`src/rtl/ovf_err_pkg.sv`:
```
package ovf_err_pkg;
  typedef enum logic [1:0] {
    SRC_IDLE  = 2'd0,
    SRC_ARMED = 2'd1,
    SRC_HIT   = 2'd2
  } src_state_e;
endpackage

```
`src/rtl/ovf_src_cell.sv`:
```
module ovf_src_cell #(
  parameter bit HOLD_WHILE_ACTIVE = 1'b0
) (
  input  logic clk,
  input  logic rst_n,
  input  logic ovf_i,
  input  logic wr_en_i,
  input  logic wr_bit_i,
  output logic hit_o,
  output logic armed_o
);
  import ovf_err_pkg::*;

  src_state_e st_q, st_d;
  logic clr_req, arm_req, clr_blocked;

  assign clr_req     = wr_en_i && !wr_bit_i;
  assign arm_req     = wr_en_i &&  wr_bit_i;
  // only the cascade adder keeps its flag while the overflow persists
  assign clr_blocked = HOLD_WHILE_ACTIVE && ovf_i;

  always_comb begin
    st_d = st_q;
    unique case (st_q)
      SRC_IDLE:  if (arm_req) st_d = SRC_ARMED;
      SRC_ARMED: begin
        if (ovf_i)        st_d = SRC_HIT;   // arm existed first: capture wins
        else if (clr_req) st_d = SRC_IDLE;
      end
      SRC_HIT:   if (clr_req && !clr_blocked) st_d = SRC_IDLE;
      default:   st_d = SRC_IDLE;
    endcase
  end

  always_ff @(posedge clk) begin
    if (!rst_n) st_q <= SRC_IDLE;
    else        st_q <= st_d;
  end

  assign hit_o   = (st_q == SRC_HIT);
  assign armed_o = (st_q == SRC_ARMED);
endmodule

```
`src/rtl/ovf_err_pin.sv`:
```
module ovf_err_pin #(
  parameter int NSRC = 2
) (
  input  logic [NSRC-1:0] hit_i,
  output logic            err_n_o,
  output logic            err_oe_o
);
  assign err_n_o  = 1'b0;
  assign err_oe_o = |hit_i;
endmodule

```
`src/rtl/ovf_err_monitor.sv`:
```
module ovf_err_monitor #(
  parameter int CTRL_W  = 3,
  parameter int CAS_BIT = 2,
  parameter int SEL_BIT = 1
) (
  input  logic              clk,
  input  logic              rst_n,
  input  logic              cas_ovf_i,
  input  logic              sel_ovf_i,
  input  logic              wr_en_i,
  input  logic [CTRL_W-1:0] wr_data_i,
  output logic [CTRL_W-1:0] rd_data_o,
  output logic              err_n_o,
  output logic              err_oe_o
);
  localparam int NSRC = 2;

  logic [NSRC-1:0] ovf_vec;
  logic [NSRC-1:0] hit_vec;
  logic [NSRC-1:0] armed_vec;

  // index 0 = selector, index 1 = cascade adder
  assign ovf_vec = {cas_ovf_i, sel_ovf_i};

  for (genvar g = 0; g < NSRC; g++) begin : g_src
    localparam int POS = (g == 0) ? SEL_BIT : CAS_BIT;
    ovf_src_cell #(
      .HOLD_WHILE_ACTIVE(g == 1)
    ) u_cell (
      .clk      (clk),
      .rst_n    (rst_n),
      .ovf_i    (ovf_vec[g]),
      .wr_en_i  (wr_en_i),
      .wr_bit_i (wr_data_i[POS]),
      .hit_o    (hit_vec[g]),
      .armed_o  (armed_vec[g])
    );
  end

  always_comb begin
    rd_data_o          = '0;
    rd_data_o[SEL_BIT] = hit_vec[0];
    rd_data_o[CAS_BIT] = hit_vec[1];
  end

  ovf_err_pin #(.NSRC(NSRC)) u_pin (
    .hit_i    (hit_vec),
    .err_n_o  (err_n_o),
    .err_oe_o (err_oe_o)
  );
endmodule

```
`config.mk`:
```
export PLATFORM = sky130hd
export DESIGN_NAME = ovf_err_monitor
export DESIGN_NICKNAME = d
export VERILOG_FILES = /design/src/rtl/ovf_err_pkg.sv /design/src/rtl/ovf_src_cell.sv /design/src/rtl/ovf_err_pin.sv /design/src/rtl/ovf_err_monitor.sv
export SDC_FILE = /design/constraint.sdc
export NUM_CORES = 1
export LEC_CHECK = 0
export ABC_CLOCK_PERIOD_IN_PS = 1400
export BUFFER_PORTS_ARGS = -buffer_cell sky130_fd_sc_hd__buf_2
export CAP_MARGIN = 20
export CORE_AREA = 5 5 42 44
export CTS_CLUSTER_SIZE = 20
export DETAILED_ROUTE_END_ITERATION = 8
export DIE_AREA = 0 0 47 49
export HOLD_SLACK_MARGIN = 0.12
export PLACE_DENSITY = 0.48
export SLEW_MARGIN = 20
export SYNTH_ARGS = -nofsm -noshare
export SYNTH_HDL_FRONTEND = slang
export SYNTH_HIERARCHICAL = 1
export SYNTH_SLANG_ARGS = --single-unit
export TNS_END_PERCENT = 5
```
`constraint.sdc`:
```
create_clock -name clk -period 1.4 [get_ports clk]
set_clock_uncertainty 0.05 [all_clocks]
set_input_delay 0.28 -clock clk [delete_from_list [all_inputs] [get_ports clk]]
set_output_delay 0.28 -clock clk [all_outputs]
set_load 0.005 [all_outputs]
```
==> flow_summary.yaml <==
outcome:
  outcome: "complete, no violations"
floorplan:
  die_w_um: 47
  std_cell_rows: 14
  design.portCount: 13
  design.die.area_mm2: 0.00230
  fp.coreArea_mm2: 0.00140
  start_util: 0.175
  die_height_um: 49
finish:
  final_cell_mix: "buf_2 (9), clkbuf_4 (3), dfxtp_1 (3)"
  largest_register: "g_src.u_cell/st_q"
  layout_commonest_cell: "buf_2"
  finish.utilization: 0.233
  layout.cells.non_filler: 53
  largest_reg_flops: 4
  syn2layout_area_growth_pct: 33.2
  top_regs: "g_src.u_cell/st_q (4)"
  drive_gt1_frac: 0.514
  multiInputGateArea_um2: 150
  design_area_um2: 327
  register_area_um2: 81.3
  num_antenna_cells: 0
  final_nets: 47
  fill_cells: 164
grt:
  grt.met1_usage: 0.0396
  busiest_layer: "met2"
  grt_overflow: 0
  grt_max_degree: 5
  grt_pass1_vias: 209
  antenna_found_initial: 0
  grt_pass1_wl_um: 745
  gr-usage-met2: 0.0701
  grt_usage: 0.0493
  gr-usage-met3: 0.0332
setup_path:
  critPathKind: "register to output pin"
  critPathArrivalTime_ns: 1.04
  cp-startpoint: "g_src[1].u_cell/st_q[0]"
  r2r_start: "g_src[0].u_cell/st_q[0]"
  ff2ff_path_depth: 3
  worstPathRequired_ns: 1.07
  cp_max_fo: 2
  slowest_stage: "dfxtp_2"
  cp_slowest_stage_delay_ns: 0.32
  end_kind: "output pin"
  cp_cell_sequence: "and2b_1 -> or2_1 -> buf_2"
  cp-start-kind: "register"
drt:
  drt_iter0_markers: 4
  first_pass_iters: 2
  drc: 0
  vias_per_cell: 3.75
  drt_wl_total_um: 456
  wl_per_cell_um: 8.60
  vias: 199
  antenna_left: 0
synthesis:
  synth_cells: 26
  yosysWarnings: 6
  synth_fp_nets: 34
  syn-cell-area_um2: 245
  avgSynthCellArea_um2: 9.43
clock_network:
  cts_sinks: 4
  cts_max_level: 1
  clk_pin_slew_ns: 0.04
  root_buffer: "clkbuf_4"
  cts_hold_buf: 0
  clockBufferDepth: 2
  clkLatencyLatePin_ns: 0.23
  cts_tree: "yes"
  cts_buffers: 3
place:
  place_area_um2: 295
  hpwl_um: 363
  preCtsSetupSlack_ns: 0.200
  finalWeightedCongestion: 0.634
  portBuffers: 9
  dpl.cell_count: 49
timing:
  hold-worst-slack_ns: 0.283
  rsz0062_at_grt: "yes"
  fmax_mhz: 728
  setup_ws_ns: 0.0257
  period_share: 0.982
  finalHoldViolCount: 0
  fin_tns_setup_ns: 0
  min_period_ns: 1.37
  drv_slew: 0
  setup_viol: 0
hold_path:
  hold_class: "input port to register"
  whs_path_depth: 2
  worstHoldStart: "rst_n"
power_and_ir_drop:
  p_leak_nw: 0.154
  irDropWorstVdd_mv: 0.283
  power.density_mw_per_mm2: 971
  total_power_mw: 0.317
job:
  cap_violations: 0
==> power by group <==
group / internal [mW] / switching, mW
sequential: 0.122 / 0.00564
combinational: 0.0287 / 0.0206
clock: 0.0957 / 0.0445
total: 0.246 / 0.0708
==> worst max-delay path, delay by kind of cell (launching register included) <==
kind	cells	cell delay, ns
buffers and inverters	1	0.12
AND/OR/NAND/NOR	2	0.37
flip-flops	1	0.32
==> final timing paths <==
kind | end | slack, ns
setup / recovery | err_oe_o | 0.03
hold reg to reg | g_src[1].u_cell/st_q[1] | 0.46
setup reg to reg | g_src[0].u_cell/st_q[1] | 0.51
hold / removal | g_src[0].u_cell/st_q[1] | 0.28
==> repair_timing <==
item                                    CTS  global route
buffers inserted                          1             0
pin swaps                                 1             0
resized for setup                         1             0
endpoints found under the setup margin    1             1
==> area by class of cell <==
class	instances	area share
Clock buffer	3	0.0690
Multi-Input combinational cell	20	0.460
Sequential cell	4	0.249
Tap cell	16	0.0613
Timing Repair Buffer	10	0.161
==> layer usage <==
layer,vias up,part of all wire
li1,104,-
met1,90,0.38
met2,5,0.53
met3,0,0.092
met4,0,0
met5,-,0
No activity file was read; power rests on OpenSTA's default activity.
